**src/rtl/sram_map_pkg.sv**
```systemverilog
package sram_map_pkg;

    localparam int CPU_AW   = 24;
    localparam int DW       = 16;
    localparam int SRAM_AW  = 19;
    localparam int NBANK    = 2;
    localparam int PHYS_AW  = SRAM_AW + $clog2(NBANK);
    localparam int BANK_BIT = SRAM_AW;

    // window tags compared against the top address bits
    localparam logic [4:0] CHIP_TAG = 5'b00000;   // bits 23:19
    localparam logic [3:0] FAST_TAG = 4'hC;       // bits 23:20
    localparam logic [5:0] ROM_TAG  = 6'b111110;  // bits 23:18

    typedef enum logic [2:0] {
        RG_NONE,
        RG_CHIP,
        RG_FAST,
        RG_ROM,
        RG_BOOT
    } region_t;

    typedef enum logic [1:0] {
        SQ_IDLE,
        SQ_ACC,
        SQ_DONE
    } seq_t;

    typedef struct packed {
        region_t              rg;
        logic [PHYS_AW-1:0]   paddr;
    } map_t;

    typedef struct packed {
        map_t                 map;
        logic                 wr;
        logic                 ub;
        logic                 lb;
        logic [DW-1:0]        wdata;
    } req_t;

    function automatic logic is_sram(region_t r);
        return (r == RG_CHIP) || (r == RG_FAST) || (r == RG_ROM);
    endfunction

    // physical word address: bit 19 picks the bank
    function automatic logic [PHYS_AW-1:0] phys_of(region_t r, logic [CPU_AW-1:1] a);
        logic [PHYS_AW-1:0] p;
        case (r)
            RG_CHIP: p = {2'b00, a[18:1]};
            RG_FAST: p = {1'b1, a[19:1]};
            RG_ROM:  p = {3'b010, a[17:1]};
            default: p = '0;
        endcase
        return p;
    endfunction

endpackage

```
**src/rtl/sram_region_decode.sv**
```systemverilog
module sram_region_decode
    import sram_map_pkg::*;
#(
    parameter int BOOT_WAW = 9
) (
    input  logic [CPU_AW-1:1]   addr,
    input  logic                wr,
    input  logic                overlay_on,
    input  logic                rom_open,
    output map_t                map,
    output logic [BOOT_WAW-1:0] boot_waddr
);

    region_t rg;

    always_comb begin
        rg = RG_NONE;
        if (overlay_on && !wr && (addr[CPU_AW-1:BOOT_WAW+1] == '0)) begin
            rg = RG_BOOT;
        end else if (addr[CPU_AW-1:CPU_AW-5] == CHIP_TAG) begin
            rg = RG_CHIP;
        end else if (addr[CPU_AW-1:CPU_AW-4] == FAST_TAG) begin
            rg = RG_FAST;
        end else if (addr[CPU_AW-1:CPU_AW-6] == ROM_TAG) begin
            // a protected image write is turned into a miss
            rg = (wr && !rom_open) ? RG_NONE : RG_ROM;
        end
        map.rg    = rg;
        map.paddr = phys_of(rg, addr);
    end

    assign boot_waddr = addr[BOOT_WAW:1];

endmodule

```
**src/rtl/sram_boot_flags.sv**
```systemverilog
module sram_boot_flags (
    input  logic clk,
    input  logic rst,
    input  logic load_done,
    input  logic loader_rst,
    output logic rom_open,
    output logic overlay_on
);

    always_ff @(posedge clk) begin
        if (rst) begin
            rom_open   <= 1'b1;
            overlay_on <= 1'b1;
        end else begin
            if (load_done)  rom_open   <= 1'b0;
            if (loader_rst) overlay_on <= 1'b0;
        end
    end

endmodule

```
**src/rtl/sram_access_seq.sv**
```systemverilog
module sram_access_seq
    import sram_map_pkg::*;
#(
    parameter int BOOT_WAW = 9
) (
    input  logic                 clk,
    input  logic                 qclk,
    input  logic                 rst,
    input  logic                 req_valid,
    input  req_t                 req_in,
    input  logic [BOOT_WAW-1:0]  boot_waddr_in,
    input  logic [DW-1:0]        sram_rdata,
    input  logic [DW-1:0]        boot_data,
    output logic [DW-1:0]        cpu_rdata,
    output logic                 cpu_ack,
    output logic                 boot_rd,
    output logic [BOOT_WAW-1:0]  boot_addr,
    output logic [SRAM_AW-1:0]   sram_addr,
    output logic [NBANK-1:0]     sram_ce_n,
    output logic [NBANK-1:0]     sram_ub_n,
    output logic [NBANK-1:0]     sram_lb_n,
    output logic                 sram_we_n,
    output logic                 sram_oe_n,
    output logic [DW-1:0]        sram_wdata
);

    seq_t                st;
    req_t                cur;
    logic [BOOT_WAW-1:0] boot_q;
    logic [DW-1:0]       rdata_q;
    logic                in_acc;
    logic                hit;

    always_ff @(posedge clk) begin
        if (rst) begin
            st      <= SQ_IDLE;
            cur     <= '0;
            boot_q  <= '0;
            rdata_q <= '0;
        end else begin
            case (st)
                SQ_IDLE: begin
                    if (req_valid) begin
                        cur    <= req_in;
                        boot_q <= boot_waddr_in;
                        st     <= SQ_ACC;
                    end
                end
                SQ_ACC: begin
                    if (cur.wr)                    rdata_q <= '0;
                    else if (is_sram(cur.map.rg))  rdata_q <= sram_rdata;
                    else if (cur.map.rg == RG_BOOT) rdata_q <= boot_data;
                    else                           rdata_q <= '0;
                    st <= SQ_DONE;
                end
                default: st <= SQ_IDLE;
            endcase
        end
    end

    assign in_acc = (st == SQ_ACC);
    assign hit    = in_acc && is_sram(cur.map.rg);

    for (genvar b = 0; b < NBANK; b++) begin : g_bank
        logic sel;
        assign sel          = hit && (cur.map.paddr[PHYS_AW-1:BANK_BIT] == ($clog2(NBANK))'(b));
        assign sram_ce_n[b] = !sel;
        assign sram_ub_n[b] = !(sel && cur.ub);
        assign sram_lb_n[b] = !(sel && cur.lb);
    end

    assign sram_addr  = hit ? cur.map.paddr[SRAM_AW-1:0] : '0;
    assign sram_oe_n  = !(hit && !cur.wr);
    assign sram_we_n  = !(hit && cur.wr && qclk);
    assign sram_wdata = (hit && cur.wr) ? cur.wdata : '0;

    assign boot_rd    = in_acc && (cur.map.rg == RG_BOOT);
    assign boot_addr  = boot_rd ? boot_q : '0;

    assign cpu_ack    = (st == SQ_DONE);
    assign cpu_rdata  = cpu_ack ? rdata_q : '0;

endmodule

```
**src/rtl/sram_mapper.sv**
```systemverilog
module sram_mapper
    import sram_map_pkg::*;
#(
    parameter int BOOT_BYTES = 1024,
    localparam int BOOT_WAW  = $clog2(BOOT_BYTES) - 1
) (
    input  logic                 clk,
    input  logic                 qclk,
    input  logic                 rst,
    input  logic                 cpu_req,
    input  logic [CPU_AW-1:1]    cpu_addr,
    input  logic                 cpu_wr,
    input  logic                 cpu_ub,
    input  logic                 cpu_lb,
    input  logic [DW-1:0]        cpu_wdata,
    output logic [DW-1:0]        cpu_rdata,
    output logic                 cpu_ack,
    input  logic                 load_done,
    input  logic                 loader_rst,
    output logic                 boot_rd,
    output logic [BOOT_WAW-1:0]  boot_addr,
    input  logic [DW-1:0]        boot_data,
    output logic [SRAM_AW-1:0]   sram_addr,
    output logic [NBANK-1:0]     sram_ce_n,
    output logic [NBANK-1:0]     sram_ub_n,
    output logic [NBANK-1:0]     sram_lb_n,
    output logic                 sram_we_n,
    output logic                 sram_oe_n,
    output logic [DW-1:0]        sram_wdata,
    input  logic [DW-1:0]        sram_rdata
);

    logic                rom_open;
    logic                overlay_on;
    map_t                dec_map;
    logic [BOOT_WAW-1:0] dec_boot;
    req_t                req;

    sram_boot_flags u_flags (
        .clk        (clk),
        .rst        (rst),
        .load_done  (load_done),
        .loader_rst (loader_rst),
        .rom_open   (rom_open),
        .overlay_on (overlay_on)
    );

    sram_region_decode #(.BOOT_WAW(BOOT_WAW)) u_dec (
        .addr       (cpu_addr),
        .wr         (cpu_wr),
        .overlay_on (overlay_on),
        .rom_open   (rom_open),
        .map        (dec_map),
        .boot_waddr (dec_boot)
    );

    always_comb begin
        req.map   = dec_map;
        req.wr    = cpu_wr;
        req.ub    = cpu_ub;
        req.lb    = cpu_lb;
        req.wdata = cpu_wdata;
    end

    sram_access_seq #(.BOOT_WAW(BOOT_WAW)) u_seq (
        .clk           (clk),
        .qclk          (qclk),
        .rst           (rst),
        .req_valid     (cpu_req),
        .req_in        (req),
        .boot_waddr_in (dec_boot),
        .sram_rdata    (sram_rdata),
        .boot_data     (boot_data),
        .cpu_rdata     (cpu_rdata),
        .cpu_ack       (cpu_ack),
        .boot_rd       (boot_rd),
        .boot_addr     (boot_addr),
        .sram_addr     (sram_addr),
        .sram_ce_n     (sram_ce_n),
        .sram_ub_n     (sram_ub_n),
        .sram_lb_n     (sram_lb_n),
        .sram_we_n     (sram_we_n),
        .sram_oe_n     (sram_oe_n),
        .sram_wdata    (sram_wdata)
    );

endmodule

```
**config.mk**
```make
export PLATFORM = sky130hd
export DESIGN_NAME = sram_mapper
export DESIGN_NICKNAME = d
export VERILOG_FILES = /design/src/rtl/sram_map_pkg.sv /design/src/rtl/sram_region_decode.sv /design/src/rtl/sram_boot_flags.sv /design/src/rtl/sram_access_seq.sv /design/src/rtl/sram_mapper.sv
export SDC_FILE = /design/constraint.sdc
export NUM_CORES = 1
export LEC_CHECK = 0
export ABC_CLOCK_PERIOD_IN_PS = 2500
export BUFFER_PORTS_ARGS = -buffer_cell sky130_fd_sc_hd__buf_2
export CORE_ASPECT_RATIO = 0.8
export CORE_MARGIN = 2
export CORE_UTILIZATION = 50
export CTS_CLUSTER_SIZE = 12
export DETAILED_ROUTE_END_ITERATION = 10
export HOLD_SLACK_MARGIN = 0.03
export PLACE_DENSITY = 0.94
export SLEW_MARGIN = 10
export SYNTH_ARGS = -nofsm -noshare
export SYNTH_HDL_FRONTEND = slang
export SYNTH_SLANG_ARGS = --single-unit
export TNS_END_PERCENT = 10
```
**constraint.sdc**
```tcl
create_clock -name clk -period 2.5 [get_ports clk]
set_input_delay 0.25 -clock clk [delete_from_list [all_inputs] [get_ports clk]]
set_output_delay 0.25 -clock clk [all_outputs]
set_load 0.03 [all_outputs]
```
# Word-level counts from Yosys, hierarchy flattened
# Cells that the tools add are included.
# Widths: inputs -> output; s select.
[word_totals]
regBits = 71
inputBits = 80
out_inout_bits = 70
wordCells = 70
[classes]
eq_ne = 12
mux = 15
bitwise = 1
reduce_logical = 31
[op_table]
columns = ["cell", "count"]
rows = [
  ["$mux 16", 5],
  ["$pmux 20 s3", 1],
  ["$mux 19", 1],
  ["$logic_and 1x1->1", 14],
  ["$logic_not 14->1", 1],
  ["$eq 3x2->1 const B", 4],
  ["$mux 3", 4],
  ["$logic_not 1->1", 11],
  ["$mux 9", 1],
  ["$eq 3x1->1 const B", 2],
  ["$eq 6x6->1 const B", 1],
  ["$logic_not 5->1", 1],
  ["$eq 4x4->1 const B", 1],
  ["$mux 2", 2],
  ["$pmux 2 s2", 1],
  ["$eq 3x3->1 const B", 1],
  ["$eq 2x1->1 const B", 1],
  ["$eq 2x2->1 const B", 1],
  ["$logic_not 2->1", 1],
  ["$logic_or 1x1->1", 2],
  ["$ne 2x2->1 const B", 1],
  ["$reduce_and 2->1", 1],
  ["$not 1->1", 1],
]

# Logic depth before layout (Yosys ltp)
[depth]
word_depth = 9
depth_mapped = 6
mapped_depth_nobuf = 4

# Modules after synthesis
# A second synthesis with hierarchy kept.
[unflattened]
cells_unflattened = 407
hier_area_um2 = 3668.5
[modules_own_cells]
columns = ["mod", "instances", "cells_per_inst", "area_per_inst_um2", "seq_area_each_um2"]
rows = [
  ["sram_access_seq", 1, 333, 3128.0, 1381.3],
  ["sram_region_decode", 1, 68, 478.0, 0.0],
  ["sram_boot_flags", 1, 6, 62.6, 40.0],
]

# Worst setup path after synthesis
# OpenSTA, ideal clock, no wires.
[synth_timing]
path_kind = "register -> output"
startpoint = "register u_seq.st[1]"
endpoint = "output boot_addr[0]"
arrival_time_ns = 2.002
required_time_ns = 2.250
setup_slack_ns = 0.248
path_stages_with_launch = 5
n_path_buf = 1
path_cell_list = "dfxtp_1 -> nand2b_1 -> clkbuf_1 -> nor4b_2 -> and2_1"
[synth_via]
elab_chain_cells = 3
[synth_lines]
columns = ["element", "line_no", "source"]
rows = [
  ["start, declared", "sram_access_seq.sv:27", "seq_t st;"],
  ["start signal, assigned", "sram_access_seq.sv:36", "st <= SQ_IDLE;"],
  ["start signal, assigned", "sram_access_seq.sv:46", "st <= SQ_ACC;"],
  ["start signal, assigned", "sram_access_seq.sv:54", "st <= SQ_DONE;"],
  ["$eq 2x1->1", "sram_access_seq.sv:61", "assign in_acc = (st == SQ_ACC);"],
  ["$logic_and 1x1->1", "sram_access_seq.sv:77", "assign boot_rd = in_acc && (cur.map.rg == RG_BOOT);"],
  ["named net boot_rd", "sram_mapper.sv:20", "output logic boot_rd,"],
  ["$mux 9", "sram_access_seq.sv:78", "assign boot_addr = boot_rd ? boot_q : '0;"],
  ["end, declared", "sram_mapper.sv:21", "output logic [BOOT_WAW-1:0] boot_addr,"],
]
# The timed path passes the listed nets, and every way through them passes these cells.

# Worst setup path after layout
[layout_timing]
startpoint = "register u_seq.st[1]"
endpoint = "output sram_lb_n[0]"
[layout_via]
elab_chain_cells = 5
[layout_lines]
columns = ["element", "line_no", "source"]
rows = [
  ["$eq 2x1->1", "sram_access_seq.sv:61", ""],
  ["$logic_and 1x1->1", "sram_access_seq.sv:62", "assign hit = in_acc && is_sram(cur.map.rg);"],
  ["$logic_and 1x1->1", "sram_access_seq.sv:66", "assign sel = hit && (cur.map.paddr[PHYS_AW-1:BANK_BIT] == ($clog2(NBANK))'(b));"],
  ["$logic_and 1x1->1", "sram_access_seq.sv:69", "assign sram_lb_n[b] = !(sel && cur.lb);"],
  ["$logic_not 1->1", "sram_access_seq.sv:69", ""],
  ["end, declared", "sram_mapper.sv:26", "output logic [NBANK-1:0] sram_lb_n,"],
]
# No other way between the ends.

==> metrics.md <==
| Metric | Value |
|---|---|
| Synth Flop Type | `dfxtp_1` |
| CTS root buf | `clkbuf_8` |
| Area after DPL | `4100 sq um` |
| Worst r2r path cells | `5` |
| Top cells by area, synth | `dfxtp_1 (43%), nand2_1 (11%), a21oi_1 (8.4%), and2_1 (8.4%), a22oi_1 (3.7%)` |
| Slew margin rel. | `34.4%` |
| CORE AREA | `6340 sq um` |
| Startpoint Class | `flop` |
| Critical path cell sequence | `nand2b_1 -> nor4_1 -> nand2_1 -> buf_2` |
| Switching Share | `24.6%` |
| Bufs on Longest Clock Path | `2` |
| Post-CTS sizing | `0` |
| Die height | `76.3 um` |
| Post-synth cell types | `39` |
| Crit. End Element | `primary output` |
| Worst-Skew Late Latency | `330 ps` |
| DP HPWL | `6460 um` |
| Fraction of layout cells with a size suffix above 1 | `38.1%` |
| Initial antenna violation count | `0` |
| Die outline width | `94.4 um` |
| CTS sink cnt | `71` |
| Minimum clock period | `2080 ps` |
| Fmax | `0.481 GHz` |
| Critical path type | `reg2out` |
| Status | `finished, final reports clean` |
| Max-slew violations | `0` |
| Final Non-Filler Cells | `628` |
| GPL Wtd Cong | `0.878` |
| Post-CTS Setup Repair Bufs | `0` |
| CTS buffer count | `9` |
| Setup violators final | `0` |
| Post-synthesis sequential area ratio | `43.5%` |
| Via count | `3371` |
| Total gr overflow | `0` |
| R2R setup slack | `760 ps` |
| Switching pwr | `0.569 mW` |
| Worst ir drop on vdd | `403 uV` |
| #FFs+latches synth | `71` |
| Max stage delay on crit path | `600 ps` |
| Detail Route Antenna Nets | `0` |
| Finished Cell Area | `4280 sq um` |
| Placed cells | `614` |
| Site row count | `26` |
| Global-route wire length before repair | `14300 um` |
| Arrival time at the worst endpoint | `1830 ps` |
| Worst-Margin Slew | `984 ps` |
| Mapped cell area | `3270 sq um` |
| Layout net count | `621` |
| Yosys warning count | `0` |
| Clock power frac | `37.5%` |
| WL/cell | `14.1 um` |
| H-tree levels | `3` |
| Io pins | `150` |
| Power Density | `540 nW/um^2` |
| Port-buffer cells | `149` |
| Yosys top cell area share | `43.5%` |
| Asr flop ratio synth | `0%` |
| Worst Path Required | `2250 ps` |
| Final cycle utilization of the critical path | `83.1%` |
| Tot Pwr | `2.31 mW` |
| Final WL | `8850 um` |
| Slowest CP cell | `nor4_1` |
| Int Pwr | `1.75 mW` |
| Combinational share of power | `10.8%` |
| RSZ-0062 raised after global routing | `false` |
| Min Hold Slack | `154 ps` |
| Vias in the first global route | `3237` |
| Total die area | `7210 sq um` |
| CP max FO | `6` |
| Mean Syn Cell Area | `8.17 sq um` |
| Vias per inst | `5.37` |
| Largest net degree at the start of global routing | `41` |
| Leakage | `1.92 nW` |
| # Max-Cap Violations | `0` |
| Starting Density | `51.5%` |
| FF-to-FF Start | `u_flags.overlay_on` |
| Worst r2r dst | `u_seq.cur[36]` |
| Part of the power in registers | `51.8%` |
| Number of synthesized flops with an enable pin | `0` |
| Setup TNS | `0 ps` |
| WHS Endpoint | `u_seq.rdata_q[14]` |
| HP Class | `in2reg` |
| Syn nets | `480` |
| Antenna diodes | `0` |
| Drt first-iter violations | `152` |
| Residual DRC count | `0` |
| Hold path depth | `3` |
| Pre-antenna DRT Iters | `4` |
| Post-Synthesis Cells | `400` |
| Hold Crit Start | `sram_rdata[14]` |
| GRT Total Usage | `24.7%` |
| CTS tree | `yes` |
| Layout Skew | `6.34 ps` |
| Area delta synth->final | `31.0%` |
| Synth area leader | `dfxtp_1` |
| Clock-pin slew on the worst setup and hold paths | `70 ps` |
| CTS Hold Bufs | `0` |
| Final hold violations | `0` |
-- registers in the layout (all words and copies together) (netlist names) --
signal	flops
u_flags.overlay_on	1
u_seq.st	2
u_seq.cur	42
u_seq.rdata_q	16
u_seq.boot_q	9
u_flags.rom_open	1
-- cell usage in the layout (no fill, tap or decap), drive strengths merged, types with 4 or more instances in the layout --
cell / instances
inv: 4
dfxtp: 71
buf: 161
and2: 44
o211ai: 9
a21oi: 65
and3: 16
clkbuf: 10
o21bai: 10
nand3: 4
nor4: 4
a22oi: 16
nor2: 7
nand2: 98
-- cells in the mapped netlist (all sizes together) (2+ instances only) --
library cell / number
nand2: 98
dfxtp: 71
a21oi: 65
and2: 44
clkbuf: 28
a22oi: 16
and3: 16
o21bai: 10
o211ai: 9
nor2: 7
inv: 4
nand3: 4
nor4: 4
buf: 3
a21o: 2
nand4b: 2
nor2b: 2
nor3: 2
nor4b: 2
or2: 2
-- routing by layer --
layer,routed length [um],part of all wire (%),GRT usage [%]
met5,0,0,0
met4,89,1.0,8.26
met3,753,8.5,7.32
met2,4470,51,42.6
met1,3540,40,29.2
-- critical path: cells and delay by family, from the launching register on --
family / cells / cell delay (ps)
AND/OR/NAND/NOR: 3 / 980
flip-flops: 1 / 330
buffers and inverters: 1 / 200
-- power by group through the flow --
stage | Sequential [mW] | Clock (mW) | Combinational [mW]
2_1_floorplan | 1.21 | 0 | 0.144
3_3_place_gp | 1.22 | 0 | 0.239
3_5_place_dp | 1.22 | 0 | 0.249
4_1_cts | 1.20 | 0.884 | 0.249
5_1_grt | 1.20 | 0.933 | 0.275
6_report | 1.20 | 0.867 | 0.249
-- cell families (layout without fill, tap and decap cells) --
group / after synthesis / in the layout / synth area share (%)
compound gates: 106 / 106 / 22.7
buf+inv: 35 / 179 / 4.44
flops: 71 / 71 / 43.5
simple gates: 188 / 188 / 29.4
-- worst max path at each step --
stage | from | endpoint | slack (ps) | depth (start not counted)
finish | u_seq.st[1] | sram_lb_n[0] | 420 | 4
global route | u_seq.st[1] | boot_addr[0] | 280 | 5
CTS | u_seq.st[1] | sram_addr[0] | 410 | 5
detailed placement | cpu_addr[19] | u_seq.cur[36] | 490 | 5
global placement | cpu_addr[19] | u_seq.cur[36] | 620 | 5
floorplan | u_seq.st[1] | boot_addr[0] | 250 | 4
-- metrics by stage --
| step | setup slack (ps) | utilization (%) |
|---|---|---|
| 3_5_place_dp | 487 | 64.6 |
| 3_3_place_gp | 622 | 64.6 |
| 2_1_floorplan | 248 | - |
| 5_1_grt | 275 | 67.5 |
| 6_report | 422 | 67.5 |
| 4_1_cts | 409 | 67.5 |
-- layout make-up --
cell class | instances | area, sq um
multi-input combinational | 294 | 1720
timing repair buffer | 161 | 836
sequential | 71 | 1420
fill | 558 | 2060
tap | 84 | 105
clock buffer | 10 | 138
clock inverter | 4 | 47.5
inverter | 4 | 15.0
No activity file was read; power rests on OpenSTA's default activity.
